===== src/rtl/beep_port.sv =====
module beep_port #(
  parameter int DIV_SLOW = 50,
  parameter int DIV_FAST = 24
) (
  input  logic       clk,
  input  logic       rst_n,
  input  logic       beep_we,
  input  logic [2:0] beep_cfg,
  input  logic       out_we,
  input  logic [1:0] out_data,
  input  logic       backup,
  output logic       pin0_pull,
  output logic       pin1_pull
);
  localparam int HALF_S = DIV_SLOW / 2;
  localparam int HALF_F = DIV_FAST / 2;
  localparam int HALF_MAX = (HALF_S > HALF_F) ? HALF_S : HALF_F;
  localparam int CW = $clog2(HALF_MAX + 1);
  localparam logic [CW-1:0] LAST_S = CW'(HALF_S - 1);
  localparam logic [CW-1:0] LAST_F = CW'(HALF_F - 1);

  logic          tone_mode;
  logic [1:0]    sel;
  logic [CW-1:0] cnt;
  logic          phase;
  logic [1:0]    lat;
  logic          hold;
  logic          tone_on;
  logic [CW-1:0] last;
  logic          released;

  assign tone_on  = (sel == 2'b01) || (sel == 2'b10);
  assign last     = (sel == 2'b01) ? LAST_S : LAST_F;
  assign released = backup || hold;

  always_ff @(posedge clk) begin
    if (!rst_n) begin
      tone_mode <= 1'b0;
      sel       <= 2'b00;
      cnt       <= '0;
      phase     <= 1'b0;
    end else if (beep_we) begin
      tone_mode <= beep_cfg[2];
      sel       <= beep_cfg[1:0];
      cnt       <= '0;
      phase     <= 1'b0;
    end else if (tone_on) begin
      if (cnt == last) begin
        cnt   <= '0;
        phase <= ~phase;
      end else begin
        cnt <= cnt + 1'b1;
      end
    end else begin
      cnt   <= '0;
      phase <= 1'b0;
    end
  end

  always_ff @(posedge clk) begin
    if (!rst_n) begin
      lat  <= 2'b11;
      hold <= 1'b0;
    end else begin
      if (out_we) lat <= out_data;
      if (backup) hold <= 1'b1;
      else if (out_we || beep_we) hold <= 1'b0;
    end
  end

  assign pin0_pull = !released && (tone_mode ? (tone_on && phase) : !lat[0]);
  assign pin1_pull = !released && !lat[1];

  a_r8_backup_release: assert property (@(posedge clk) disable iff (!rst_n)
    backup |-> (!pin0_pull && !pin1_pull));

  a_r8_hold_after_backup: assert property (@(posedge clk) disable iff (!rst_n)
    ($past(backup) && !backup && !$past(out_we) && !$past(beep_we))
      |-> (!pin0_pull && !pin1_pull));

  a_r5_no_tone_code: assert property (@(posedge clk) disable iff (!rst_n)
    (tone_mode && !tone_on) |-> !pin0_pull);

  a_r3_count_bound: assert property (@(posedge clk) disable iff (!rst_n)
    cnt <= LAST_S || cnt <= LAST_F);

  a_r4_toggle_at_wrap: assert property (@(posedge clk) disable iff (!rst_n)
    (!$past(beep_we) && (phase != $past(phase)))
      |-> ($past(cnt) == $past(last) || !$past(tone_on)));

  a_r9_restart: assert property (@(posedge clk) disable iff (!rst_n)
    beep_we |=> (cnt == '0 && !phase));

  a_r6_silent_latch: assert property (@(posedge clk) disable iff (!rst_n)
    (tone_mode && $past(tone_mode) && !$past(beep_we) && $stable(phase) && !backup && !hold && $past(!backup && !hold))
      |-> $stable(pin0_pull));
endmodule


===== config.mk =====
export PLATFORM = sky130hd
export DESIGN_NAME = beep_port
export DESIGN_NICKNAME = d
export VERILOG_FILES = /design/src/rtl/beep_port.sv
export SDC_FILE = /design/constraint.sdc
export NUM_CORES = 1
export LEC_CHECK = 0
export ABC_CLOCK_PERIOD_IN_PS = 4200
export BUFFER_PORTS_ARGS = -buffer_cell sky130_fd_sc_hd__clkbuf_2
export CAP_MARGIN = 20
export CORE_AREA = 2 2 39 41
export CTS_CLUSTER_SIZE = 10
export DETAILED_ROUTE_END_ITERATION = 10
export DIE_AREA = 0 0 41 43
export PLACE_DENSITY = 0.66
export SYNTH_ARGS = -nofsm -noshare
export SYNTH_HDL_FRONTEND = slang
export SYNTH_SLANG_ARGS = --single-unit

===== constraint.sdc =====
create_clock -name clk -period 4.2 [get_ports clk]
set_input_delay 0.84 -clock clk [delete_from_list [all_inputs] [get_ports clk]]
set_output_delay 0.84 -clock clk [all_outputs]
set_load 0.01 [all_outputs]

Word-level counts from Yosys, hierarchy flattened
Index checks and enable logic that the tools add are counted.
- bitwise operators: 3
- equality and inequality tests: 3
- reduce and logical (&&, ||, !) cells: 12
- add/subtract/negate cells: 1
- muxes and demuxes: 4
- operators by type and width (kind ; count):
    adder 5 x 1 -> 5 bit (second input constant) ; 1
    == test 5 bit ; 1
    two-way mux 5 bit ; 1
    OR reduction 4 bit ; 1
    logical AND 1 bit ; 3
    zero test 1 bit ; 3
    logical OR 1 bit ; 3
    two-way mux 1 bit ; 3
    NOT 1 bit ; 3
    OR reduction 3 bit ; 1
    == test 2 x 1 -> 1 bit (second input constant) ; 1
    == test 2 bit (second input constant) ; 1
    nonzero test 2 bit ; 1
- register bits after elaboration: 12
- word-level logic and storage cells: 29

Depth between registers and ports, before layout
- word-level depth: 5
- depth in mapped cells: 6

Worst setup path after synthesis
No wires, ideal clock.
- path type: input -> output
- start: input port backup
- end: output port pin0_pull
- arrival: 1.130 ns
- path buffers: 0
- stages: 1
- slack: 2.230 ns
- cell sequence: nor3_1
- word-level cells in the longest chain between the ends: 3
- RTL lines (item ; RTL line ; RTL):
    start, declared ; 11 ; input logic backup,
    logical OR 1 bit ; 34 ; assign released = backup || hold;
    zero test 1 bit ; 71 ; assign pin0_pull = !released && (tone_mode ? (tone_on && phase) : !lat[0]);
    logical AND 1 bit ; 71 ;
    end, declared ; 12 ; output logic pin0_pull,
No other way between the ends.

Final worst setup path
- start: register sel[1]
- end: output port pin0_pull
- word-level cells in the longest chain between the ends: 5
- RTL lines (item ; RTL line ; RTL):
    start, declared ; 23 ; logic [1:0] sel;
    start signal, assigned ; 44 ; sel <= beep_cfg[1:0];
    == test 2 x 1 -> 1 bit / == test 2 bit (equally long branches) ; 32 ; assign tone_on = (sel == 2'b01) || (sel == 2'b10);
    logical OR 1 bit * ; 32 ;
    logical AND 1 bit * ; 71 ;
    two-way mux 1 bit * ; 71 ;
    logical AND 1 bit * ; 71 ;
Mark *: on every way between the ends. The rest lies on a longest branch, timed or not.

==> impl_metrics.tcl <==
set metrics [dict create \
    status "finished clean" \
    areaGrowthSynthToFinish_pct 15.3 \
    cp-end-kind "primary output" \
    synth_area_per_cell_um2 10.0 \
    rr_worst_depth 5 \
    ys_seq_area_share_pct 45.2 \
    yosysMostFrequentCell "dfxtp_1" \
    rsz0062_at_grt "false" \
    first_pass_iters 5 \
    holdWs_ps 486 \
    cts_resized 0 \
    p_per_area_nw_per_um2 334 \
    drc 0 \
    htreeDepth 1 \
    holdPathEnd "lat[1]$_SDFFE_PN1P_" \
    timing.rr.end "phase$_SDFFE_PP0N_" \
    fp-row-count 14 \
    synth_area_leader_cell "dfxtp_1" \
    die_h_um 43 \
    overflow 0 \
    yosysUniqueCellTypes 21 \
    cts_buffers 3 \
    timing.final.crit_period_ps 2230 \
    setup_viol 0 \
    dr_total_vias 404 \
    ant_nets 0 \
    drt-total-wl_um 861 \
    cts_hold_buf 0 \
    synth-main-ff-cell "dfxtp_1" \
    netlist_top_cells_area "dfxtp_1 45%, mux2i_1 9.4%, nor3_1 5.6%" \
    leakagePower_uw 0.000254 \
    tightest_slew_ps 296 \
    clock_sinks 12 \
    cts_setup_buffers 0 \
    required_ps 3360 \
    grt_pass1_vias 364 \
    synth_nets 65 \
    drtIter0Drc 3 \
    synthArstFlopShare_pct 0 \
    synth_top_cells_by_count "12 x dfxtp_1, 6 x nor3_1, 5 x mux2i_1" \
    root_buffer "clkbuf_4" \
    core_area_um2 1380 \
    clkTransAtPathRegs_ps 70 \
    whs_path_depth 2 \
    period_share_pct 53.2 \
    hpwl_um 663 \
    hold_class "reg2reg" \
    drive_above_1_share_pct 23.1 \
    drv_cap 0 \
    tns_ps 0 \
    netlist.area_leader.share_pct 45.2 \
    yosys_warnings 0 \
    slew_headroom_pct 80.3 \
    diodes 0 \
    via_per_inst 4.99 \
    setup_ws_ps 1970 \
    io_pins 12 \
    port_buffers 11 \
    vdd_drop_max_v 0.000182 \
    start_util_pct 38.4 \
    fmax_mhz 448 \
    track_usage_pct 12.2 \
    grt_max_degree 8 \
    wl_per_cell_um 10.6 \
    die_area_um2 1760 \
    die_w_um 41 \
    clock_latency_ps 270 \
    gp_congestion 0.639 \
    syn_area_um2 532 \
    arrival_ps 1390 \
    cts_buffer_depth 2 \
    crit_type "reg2out" \
    fin_area_um2 613 \
    fin_worst_skew_ps 0.581 \
    grt_pass1_wl_um 1400 \
    netlist_instances 53 \
    r2r_start "sel[1]$_SDFFE_PN0P_" \
    hold_viol 0 \
    cts_tree "yes" \
    ys_ff_latch 12 \
    dp_worst_setup_slack_ps 2100 \
    startpoint_type "register" \
    r2r_slack_ps 2660 \
    antenna_found_initial 0 \
    finalPower_uw 205 \
    min_from "lat[1]$_SDFFE_PN1P_" \
    synth-edff-count 0 \
    fin_nets 79 \
    crit_fanout 2 \
    placed_area_um2 591 \
    slew_violations 0 \
]
state kept, by name, indices dropped and copies added (netlist names):
register and flops:
cnt 5, hold 1, lat 2, phase 1
sel 2, tone_mode 1
kinds of logic (layout without fill, tap and decap cells):
kind of cell,after synthesis,in the layout,share of synthesized area [%]
AOI/OAI and AO/OA,3,3,4.23
xor gates and xnor gates,3,3,4.94
adders and majority gates,2,2,4.71
buffers and inverters,4,16,4.47
DFF,12,12,45.2
muxes,6,6,11.5
and+or+nand+nor,23,23,24.9
critical path, stage by stage, from the launching register on:
cell and delay, ps:
dfxtp_1 330, inv_1 50, ha_1 280, o22a_1 180, nor3_1 130, clkbuf_2 160
through the flow:
step | instances | utilization, %
3_5_place_dp | 78 | 42.7
2_1_floorplan | 53 | -
6_report | 81 | 44.3
4_1_cts | 81 | 44.3
5_1_grt | 81 | 44.3
3_3_place_gp | 78 | 42.7
metal layers:
| metal | track usage, % | routed length [um] | up-vias |
|---|---|---|---|
| met3 | 4.71 | 48 | 0 |
| met2 | 17.2 | 394 | 13 |
| met5 | 0 | 0 | - |
| met1 | 14.8 | 419 | 186 |
| li1 | - | - | 205 |
| met4 | 8.00 | 0 | 0 |
area by class of cell:
cell class,instances,area (um2)
fillers,142,771
multi-input cells,37,268
flip-flops and latches,12,240
repair buffers,11,55.1
clock buffers,3,22.5
well taps,16,20.0
inverters,2,7.51
layout by cell type (no fill, tap or decap):
master / n
a21oi_1: 1
nor2_1: 3
inv_1: 2
mux2i_1: 5
nand2b_1: 1
xnor2_1: 1
nor2b_1: 4
nand3_1: 2
nor3_1: 6
nand4bb_1: 2
a21oi_2: 1
nor3b_1: 1
dfxtp_1: 12
clkbuf_4: 3
mux2_1: 1
ha_1: 2
or3b_1: 1
clkbuf_2: 11
nand2_1: 3
xor2_1: 2
o22a_1: 1
power breakdown:
part           internal (uW)  switching (uW)
combinational           9.52            7.77
sequential               118            2.74
clock                   33.2            34.1
total                    160            44.6
worst max path at each step:
stage | startpoint | endpoint | depth (start not counted)
3_3_place_gp | backup | pin0_pull | 3
2_1_floorplan | backup | pin0_pull | 1
5_1_grt | sel[1]$_SDFFE_PN0P_ | pin0_pull | 5
4_1_cts | sel[1]$_SDFFE_PN0P_ | pin0_pull | 5
3_5_place_dp | backup | pin1_pull | 3
6_report | sel[1]$_SDFFE_PN0P_ | pin0_pull | 5
(Power assumes the default switching activity.)
